[src/rtl/bsp_pkg.sv]
// Package bsp_pkg: types and constants shared by the port handshake block.
// Assumes every strobe is active low and synchronous to the block clock.
package bsp_pkg;
    // One detected transition on a strobe line.
    typedef struct packed {
        logic fall;
        logic rise;
    } bsp_edge_t;

    // Indices of the strobe lines in the top module's edge detector array.
    localparam int unsigned STB_WR   = 0;
    localparam int unsigned STB_RD   = 1;
    localparam int unsigned STB_ACK  = 2;
    localparam int unsigned STB_PSTB = 3;
    localparam int unsigned NUM_STB  = 4;
endpackage

[src/rtl/bsp_edge_det.sv]
// Module bsp_edge_det: registers one strobe and reports its falling and
// rising edges, compared against the value at the previous clock.
// Assumes the input is synchronous and idles at IDLE_LVL, which is also
// the value loaded during reset so no edge is reported right after reset.
module bsp_edge_det
    import bsp_pkg::*;
#(
    parameter logic IDLE_LVL = 1'b1
) (
    input  logic      clk,
    input  logic      rst_n,
    input  logic      sig,
    output bsp_edge_t ev
);
    logic prev_q;

    // Remember the level sampled at the previous clock.
    always_ff @(posedge clk) begin
        if (!rst_n) prev_q <= IDLE_LVL;
        else        prev_q <= sig;
    end

    // Compare current level with the remembered one.
    always_comb begin
        ev.fall = prev_q & ~sig;
        ev.rise = ~prev_q & sig;
    end
endmodule

[src/rtl/bsp_out_chan.sv]
// Module bsp_out_chan: outbound half of the port. Holds the CPU write data,
// keeps the active-low full flag, drives the bus while acknowledge is low,
// and keeps the outbound interrupt request.
// Assumes edge inputs are single-cycle pulses from bsp_edge_det.
module bsp_out_chan #(
    parameter int unsigned DW = 8
) (
    input  logic          clk,
    input  logic          rst_n,
    input  logic          wr_fall,
    input  logic [DW-1:0] wdata,
    input  logic          ack_n,
    input  logic          ack_fall,
    input  logic          ack_rise,
    input  logic          en,
    output logic [DW-1:0] drv_data,
    output logic          drv_oe,
    output logic          full_n,
    output logic          req
);
    logic [DW-1:0] data_q;
    logic          full_n_q;
    logic          req_q;

    // Load the outbound latch on a CPU write edge.
    always_ff @(posedge clk) begin
        if (!rst_n)       data_q <= '0;
        else if (wr_fall) data_q <= wdata;
    end

    // Full flag: low after a write, high again once the peripheral acknowledges.
    always_ff @(posedge clk) begin
        if (!rst_n)        full_n_q <= 1'b1;
        else if (wr_fall)  full_n_q <= 1'b0;
        else if (ack_fall) full_n_q <= 1'b1;
    end

    // Request: raised at the end of an acknowledge, dropped by the next write.
    always_ff @(posedge clk) begin
        if (!rst_n)                          req_q <= 1'b0;
        else if (ack_rise && full_n_q && en) req_q <= 1'b1;
        else if (wr_fall)                    req_q <= 1'b0;
    end

    // The driver is enabled only while acknowledge is held low.
    always_comb begin
        drv_oe   = ~ack_n;
        drv_data = data_q;
        full_n   = full_n_q;
        req      = req_q;
    end
endmodule

[src/rtl/bsp_in_chan.sv]
// Module bsp_in_chan: inbound half of the port. Captures the bus while the
// peripheral strobe is low, keeps the full flag for the CPU, and keeps the
// inbound interrupt request.
// Assumes edge inputs are single-cycle pulses from bsp_edge_det.
module bsp_in_chan #(
    parameter int unsigned DW = 8
) (
    input  logic          clk,
    input  logic          rst_n,
    input  logic          stb_n,
    input  logic          stb_rise,
    input  logic          rd_fall,
    input  logic          rd_rise,
    input  logic [DW-1:0] bus_data,
    input  logic          en,
    output logic [DW-1:0] rdata,
    output logic          full,
    output logic          req
);
    logic [DW-1:0] data_q;
    logic          full_q;
    logic          req_q;

    // Capture the bus on every clock the strobe is held low.
    always_ff @(posedge clk) begin
        if (!rst_n)      data_q <= '0;
        else if (!stb_n) data_q <= bus_data;
    end

    // Full flag: set by a low strobe, cleared when the CPU read ends.
    always_ff @(posedge clk) begin
        if (!rst_n)       full_q <= 1'b0;
        else if (!stb_n)  full_q <= 1'b1;
        else if (rd_rise) full_q <= 1'b0;
    end

    // Request: raised at the end of a strobe, dropped when a read starts.
    always_ff @(posedge clk) begin
        if (!rst_n)                        req_q <= 1'b0;
        else if (stb_rise && full_q && en) req_q <= 1'b1;
        else if (rd_fall)                  req_q <= 1'b0;
    end

    // Present latch and flags.
    always_comb begin
        rdata = data_q;
        full  = full_q;
        req   = req_q;
    end
endmodule

[src/rtl/bsp_enable_ctl.sv]
// Module bsp_enable_ctl: the two interrupt-enable flags, written by bit
// set/reset commands that address a control-port bit number.
// Assumes bsr_wr is a single-cycle command pulse.
module bsp_enable_ctl #(
    parameter int unsigned BIT_W   = 3,
    parameter int unsigned IN_BIT  = 4,
    parameter int unsigned OUT_BIT = 6
) (
    input  logic             clk,
    input  logic             rst_n,
    input  logic             bsr_wr,
    input  logic [BIT_W-1:0] bsr_bit,
    input  logic             bsr_set,
    output logic             en_in,
    output logic             en_out
);
    localparam int unsigned NFLAG = 2;
    localparam logic [BIT_W-1:0] SEL [NFLAG] = '{BIT_W'(IN_BIT), BIT_W'(OUT_BIT)};

    logic [NFLAG-1:0] flag_q;

    // One flag per addressable bit number.
    for (genvar g = 0; g < NFLAG; g++) begin : g_flag
        // Update this flag only when the command names its bit.
        always_ff @(posedge clk) begin
            if (!rst_n)                          flag_q[g] <= 1'b0;
            else if (bsr_wr && bsr_bit == SEL[g]) flag_q[g] <= bsr_set;
        end
    end

    // Map flags to named outputs.
    always_comb begin
        en_in  = flag_q[0];
        en_out = flag_q[1];
    end
endmodule

[src/rtl/bsp_port.sv]
// Module bsp_port: top of the strobed bidirectional port. Detects edges on
// the four strobes, runs the outbound and inbound channels, holds the
// enables, and merges both masked requests into one interrupt.
// Assumes all strobes are synchronous to clk; the pad-level tri-state
// buffer is built outside from bus_out and bus_oe.
module bsp_port
    import bsp_pkg::*;
#(
    parameter int unsigned DW      = 8,
    parameter int unsigned BIT_W   = 3,
    parameter int unsigned IN_BIT  = 4,
    parameter int unsigned OUT_BIT = 6
) (
    input  logic             clk,
    input  logic             rst_n,
    input  logic             cpu_wr_n,
    input  logic [DW-1:0]    cpu_wdata,
    input  logic             cpu_rd_n,
    output logic [DW-1:0]    cpu_rdata,
    input  logic             bsr_wr,
    input  logic [BIT_W-1:0] bsr_bit,
    input  logic             bsr_set,
    input  logic             periph_stb_n,
    input  logic             periph_ack_n,
    input  logic [DW-1:0]    bus_in,
    output logic [DW-1:0]    bus_out,
    output logic             bus_oe,
    output logic             out_full_n,
    output logic             in_full,
    output logic             irq
);
    logic [NUM_STB-1:0] stb_lvl;
    bsp_edge_t          ev [NUM_STB];
    logic               en_in, en_out, req_in, req_out;

    // Gather strobe levels for the detector array.
    always_comb begin
        stb_lvl[STB_WR]   = cpu_wr_n;
        stb_lvl[STB_RD]   = cpu_rd_n;
        stb_lvl[STB_ACK]  = periph_ack_n;
        stb_lvl[STB_PSTB] = periph_stb_n;
    end

    for (genvar s = 0; s < NUM_STB; s++) begin : g_edge
        bsp_edge_det #(.IDLE_LVL(1'b1)) u_det (
            .clk   (clk),
            .rst_n (rst_n),
            .sig   (stb_lvl[s]),
            .ev    (ev[s])
        );
    end

    bsp_enable_ctl #(.BIT_W(BIT_W), .IN_BIT(IN_BIT), .OUT_BIT(OUT_BIT)) u_en (
        .clk     (clk),
        .rst_n   (rst_n),
        .bsr_wr  (bsr_wr),
        .bsr_bit (bsr_bit),
        .bsr_set (bsr_set),
        .en_in   (en_in),
        .en_out  (en_out)
    );

    bsp_out_chan #(.DW(DW)) u_out (
        .clk      (clk),
        .rst_n    (rst_n),
        .wr_fall  (ev[STB_WR].fall),
        .wdata    (cpu_wdata),
        .ack_n    (periph_ack_n),
        .ack_fall (ev[STB_ACK].fall),
        .ack_rise (ev[STB_ACK].rise),
        .en       (en_out),
        .drv_data (bus_out),
        .drv_oe   (bus_oe),
        .full_n   (out_full_n),
        .req      (req_out)
    );

    bsp_in_chan #(.DW(DW)) u_in (
        .clk      (clk),
        .rst_n    (rst_n),
        .stb_n    (periph_stb_n),
        .stb_rise (ev[STB_PSTB].rise),
        .rd_fall  (ev[STB_RD].fall),
        .rd_rise  (ev[STB_RD].rise),
        .bus_data (bus_in),
        .en       (en_in),
        .rdata    (cpu_rdata),
        .full     (in_full),
        .req      (req_in)
    );

    // Merge both requests, each masked by its own enable.
    always_comb begin
        irq = (req_out & en_out) | (req_in & en_in);
    end
endmodule

[config.mk]
export PLATFORM = sky130hd
export DESIGN_NAME = bsp_port
export DESIGN_NICKNAME = d
export VERILOG_FILES = /design/src/rtl/bsp_pkg.sv /design/src/rtl/bsp_edge_det.sv /design/src/rtl/bsp_out_chan.sv /design/src/rtl/bsp_in_chan.sv /design/src/rtl/bsp_enable_ctl.sv /design/src/rtl/bsp_port.sv
export SDC_FILE = /design/constraint.sdc
export NUM_CORES = 1
export LEC_CHECK = 0
export ABC_AREA = 1
export BUFFER_PORTS_ARGS = -buffer_cell sky130_fd_sc_hd__buf_4
export CAP_MARGIN = 20
export CORE_MARGIN = 8
export CORE_UTILIZATION = 39
export DETAILED_ROUTE_END_ITERATION = 12
export GPL_ROUTABILITY_DRIVEN = 0
export PLACE_DENSITY_LB_ADDON = 0.1
export SYNTH_ARGS = -nofsm -noshare
export SYNTH_HDL_FRONTEND = slang
export SYNTH_HIERARCHICAL = 1
export SYNTH_SLANG_ARGS = --single-unit
[constraint.sdc]
create_clock -name clk -period 0.95 [get_ports clk]
set_input_delay 0.19 -clock clk [delete_from_list [all_inputs] [get_ports clk]]
set_output_delay 0.19 -clock clk [all_outputs]
set_load 0.1 [all_outputs]
==> reports/metrics.csv, run 1 <==
metric;value;unit
finalSetupViolCount;19;
num_rows;18;
violations;setup timing;
port_buffers;46;
final_max_slew_viol_count;0;
syn_to_final_growth;82.02;%
grt_max_degree;26;
fin_util;0.7269;
arrival;990;ps
max_freq;851.0;MHz
netlist_instances;127;
power.total;0.002708;W
syn_area_per_cell;7.507;um2
viasPerCell;4.427;
dr.first_iter.drc_count;57;
clk_pin_slew;140;ps
dr.pass1.iters;4;
routedWlPerCell;11.62;um
finClkSkew;1.224;ps
cts.sinks;26;
die_area;4283;um2
placedCellCount;205;
grt_use_total;0.1120;
initial_utilization;0.3994;
critPathRequiredTime;760;ps
layout.cells.non_filler;213;
run_status;finished with violations;
clockBufferDepth;2;
dp_hpwl;1767;um
cts_hold_buf;0;
vias;943;
layout_setup_ws;-225.1;ps
tns;-2303;ps
crit_chain;nand2_2, nand2_4, buf_12;
die_h;65.45;um
drive_gt1_frac;0.5301;
drc;0;
cp_max_fo;2;
fillerInstances;180;
endpoint_kind;output port;
fp.dieW;65.45;um
grt_pass1_vias;895;
hold_class;in -> reg;
antenna_found_initial;0;
syn-cell-area;953.4;um2
cts-buffers-inserted;3;
postRouteAntennaNets;0;
clockRootBuffer;clkbuf_4;
grt_pass1_wl;3905;um
stdcell_area;1735;um2
grt-ovfl-total;0;
yosysWarnings;6;
clock_latency;320;ps
syn_nets;154;
cpMaxStageDelayCell;dfxtp_2;
rsz0062_at_grt;true;
htreeDepth;1;
core;2387;um2
finalHoldViolCount;0;
cts_tree;done;
slew_headroom;0.8156;
fin_crit_sh;1.237;
fin_nets;211;
start_kind;register;
worst_pin_slew;278.9;ps
power.leakage;0.8188;nW
period_needed;1175;ps
antenna_cells;0;
dpl_cell_area;1391;um2
slowest_delay;360;ps
worst-setup-path-type;reg -> out;
io_pins;47;
powerDensity;1561;nW/um2
vdd_drop_max;1065;uV
wl;2476;um
maxCapViolCount;0;
metal layers:
layer	GRT usage	wire (um)	share of wire
met3	0.04762	208	0.084
met1	0.1249	1051	0.42
met5	0	0	0
met4	0.04087	22	0.0089
met2	0.1857	1193	0.48
report_power, final:
group / total, W / internal [W] / leakage, nW / switching (W)
registers: 0.00123 / 0.00117 / 0.223 / 0.0000650
clock network: 0.000560 / 0.000234 / 0.0210 / 0.000326
logic: 0.000918 / 0.000348 / 0.574 / 0.000570
flip-flops by register name, summed over array words and instances, names as in the netlist:
signal               flops
u_en/en_out              1
u_en/en_in               1
u_in/rdata               8
u_out/full_n             1
u_in/req                 1
g_edge.u_det/prev_q      4
u_in/full                1
u_out/drv_data           8
u_out/req                1
through the flow:
stage	setup slack, ps	hold slack (ps)
after CTS	-244.4	45.18
final	-225.1	52.71
after global placement	20.48	383.0
after floorplan	-53.83	258.7
after global routing	-268.9	41.37
after detailed placement	-28.14	389.1
final timing paths:
path	slack (ps)	cells after the start	to	start
min	50	3	g_edge[1].u_det/prev_q	cpu_rd_n
max	-230	3	irq	u_out/req
min reg2reg	520	2	u_in/rdata[6]	u_in/rdata[6]
max reg2reg	50	5	u_out/drv_data[7]	g_edge[0].u_det/prev_q
cells in the final DEF (no fill, tap or decap), types with 2 or more instances in the layout:
master    count
dfxtp_2      18
dfxtp_1       3
buf_4        34
nand2_2       3
nand3_1       4
clkbuf_4      3
nand2_1      10
nor2_2        2
buf_12       19
inv_2         3
o21ai_0      13
dfxtp_4       5
a21oi_1       4
inv_1        12
o21ai_2       3
nor2_1       39
layout make-up:
type	count	area, um2	share of cell area
repair buffers	54	646.9	0.3727
flip-flops and latches	26	561.8	0.3237
multi-input cells	82	382.9	0.2206
inverters	17	70.07	0.04038
well taps	30	37.54	0.02163
clock buffers	4	36.28	0.02091
critical path: cells and delay by family (launching register included):
kind	cells	cell delay (ps)
DFF	1	360
buffers and inverters	1	160
and+or+nand+nor	2	130
timing repair:
item                       4_1_cts  5_1_grt
hold endpoints to repair         0        0
setup endpoints to repair       21       23
pin swaps                        3        7
gates resized for setup         65       12
buffers inserted                 2        2
(Power assumes the default switching activity.)
==> run 2, diff against run 1 <==
--- a/config.mk
+++ b/config.mk
@@ -5,11 +5,10 @@
 export SDC_FILE = /design/constraint.sdc
 export NUM_CORES = 1
 export LEC_CHECK = 0
-export ABC_AREA = 1
 export BUFFER_PORTS_ARGS = -buffer_cell sky130_fd_sc_hd__buf_4
 export CAP_MARGIN = 20
 export CORE_MARGIN = 8
-export CORE_UTILIZATION = 39
+export CORE_UTILIZATION = 40
 export DETAILED_ROUTE_END_ITERATION = 12
 export GPL_ROUTABILITY_DRIVEN = 0
 export PLACE_DENSITY_LB_ADDON = 0.1
==> run 2 against run 1 <==
Compared with the run above: the run still ends with setup timing left; worst setup slack got worse by 90 ps; clock power decreased by 18%; sequential cell count did not move; core utilization shrank 0.78 points; critical endpoint unchanged; largest cell class unchanged.
==> reports/metrics.csv, run 2 <==
metric;value;unit;change
power.total;0.002467;W;-8.9%
cp_max_fo;2;;unchanged
core;2410;um2;+0.94%
worst-setup-path-type;reg -> out;;
layout.cells.non_filler;173;;-19%
grt-ovfl-total;0;;unchanged
vdd_drop_max;1046;uV;-1.8%
htreeDepth;1;;unchanged
netlist_instances;91;;-28%
min_path_cells;2;;-1
syn-cell-area;997.2;um2;+4.6%
fin_crit_sh;1.332;;+0.09453
finClkSkew;1.039;ps;-0.1852 ps
max_freq;790.5;MHz;-7.1%
rrSetupSlack;-80;ps;-130 ps
rsz0062_at_grt;true;;
endpoint_kind;output port;;
vias;813;;-14%
clockRootBuffer;clkbuf_4;;
grt_max_degree;30;;+15%
routedWlPerCell;14.10;um;+21%
antenna_cells;0;;unchanged
period_needed;1265;ps;+89.80 ps
yosysWarnings;6;;unchanged
grt_pass1_wl;3905;um;unchanged
r2r_end;u_out/drv_data[0];;
syn_area_per_cell;10.96;um2;+46%
io_pins;47;;unchanged
power.leakage;0.7633;nW;-6.8%
port_buffers;46;;unchanged
placedCellCount;166;;-19%
final_cell_mix;buf_4, nor2b_1, buf_12;;
die_h;65.93;um;+0.74%
critPathRequiredTime;760;ps;about the same
dr.first_iter.drc_count;14;;-75%
powerDensity;1424;nW/um2;-8.8%
cpMaxStageDelayCell;dfxtp_2;;
worst_pin_slew;278.3;ps;-0.5606 ps
tns;-2397;ps;-93.97 ps
clockBufferDepth;2;;unchanged
r2r_cells;4;;-1
slew_headroom;0.8160;;about the same
clock_latency;310;ps;about the same
clk_pin_slew;130;ps;about the same
slowest_delay;350;ps;about the same
hold_class;in -> reg;;
final_max_slew_viol_count;0;;unchanged
final_common_cell;buf_4;;
maxCapViolCount;0;;unchanged
wl;2439;um;-1.5%
run_status;finished with violations;;
fin_nets;171;;-19%
cts.sinks;26;;unchanged
fp.dieW;65.93;um;+0.74%
cts-buffers-inserted;3;;unchanged
whs;69.88;ps;+17.17 ps
postRouteAntennaNets;0;;unchanged
grt_pass1_vias;824;;-7.9%
die_area;4347;um2;+1.5%
finalSetupViolCount;27;;+8
dp_hpwl;1697;um;-4.0%
crit_chain;a22o_4, buf_12;;
finalHoldViolCount;0;;unchanged
antenna_found_initial;0;;unchanged
path_depth;2;;-1
hold-path-endpoint;g_edge[1].u_det/prev_q;;
num_rows;18;;unchanged
initial_utilization;0.4138;;+0.01444
grt_use_total;0.1146;;+0.002654
arrival;1070;ps;+80 ps
layout_setup_ws;-314.9;ps;-89.80 ps
start_kind;register;;
syn_nets;118;;-23%
dr.pass1.iters;4;;unchanged
fin_util;0.7191;;-0.007832
rr_startpoint;g_edge[0].u_det/prev_q;;
drive_gt1_frac;0.5455;;+0.01540
crit_buf_inv;1;;unchanged
min_from;cpu_rd_n;;
cts_tree;done;;
syn_to_final_growth;73.78;%;
path_delay_family;flip-flops;;
drc;0;;unchanged
violations;setup timing;;
viasPerCell;4.699;;+6.1%
-- run 2: layout make-up --
cell class                 instances  area (um2)
fill                             182       676.9
timing repair buffer              52       635.6
sequential                        26       568.0
multi-input combinational         60       457.9
tap                               30       37.54
clock buffer                       3       22.52
inverter                           1       7.507
clock inverter                     1       3.754
-- run 2: worst max-delay path by stage --
stage	startpoint	end
after floorplan	u_en/en_out	irq
after global placement	cpu_wr_n	u_out/drv_data[3]
after detailed placement	g_edge[0].u_det/prev_q	u_out/drv_data[0]
after CTS	u_out/req	irq
after global routing	u_out/req	irq
final	u_out/req	irq
-- run 2: layer usage --
layer / track usage / wire [um] / up-vias
li1: - / - / 410
met1: 0.1273 / 1014 / 373
met2: 0.1937 / 1213 / 28
met3: 0.04576 / 202 / 2
met4: 0.04000 / 8 / 0
met5: 0 / 0 / -
-- run 2: where the power goes --
group	total (W)	switching [W]	internal, W
Clock	0.000461	0.000308	0.000153
Sequential	0.00120	0.0000529	0.00114
Combinational	0.000808	0.000471	0.000338
-- run 2: worst register-to-register path, stage by stage (launching register included) --
cell and delay (ps):
dfxtp_2 340, nor2b_4 170, buf_6 150, mux2i_1 220, nor2b_1 70
-- run 2: metrics by stage --
stage	setup slack (ps)	instance area (um2)
6_report	-314.9	1733
5_1_grt	-370.0	1733
4_1_cts	-339.1	1732
3_5_place_dp	-60.11	1421
3_3_place_gp	-29.94	1421
2_1_floorplan	-35.42	1047
-- run 2: timing repair --
action                     in CTS  in global routing
hold buffers                    0                  0
cloned                          1                  0
setup endpoints to repair      27                 27
setup buffers                   2                  0
gates resized for setup        64                  1
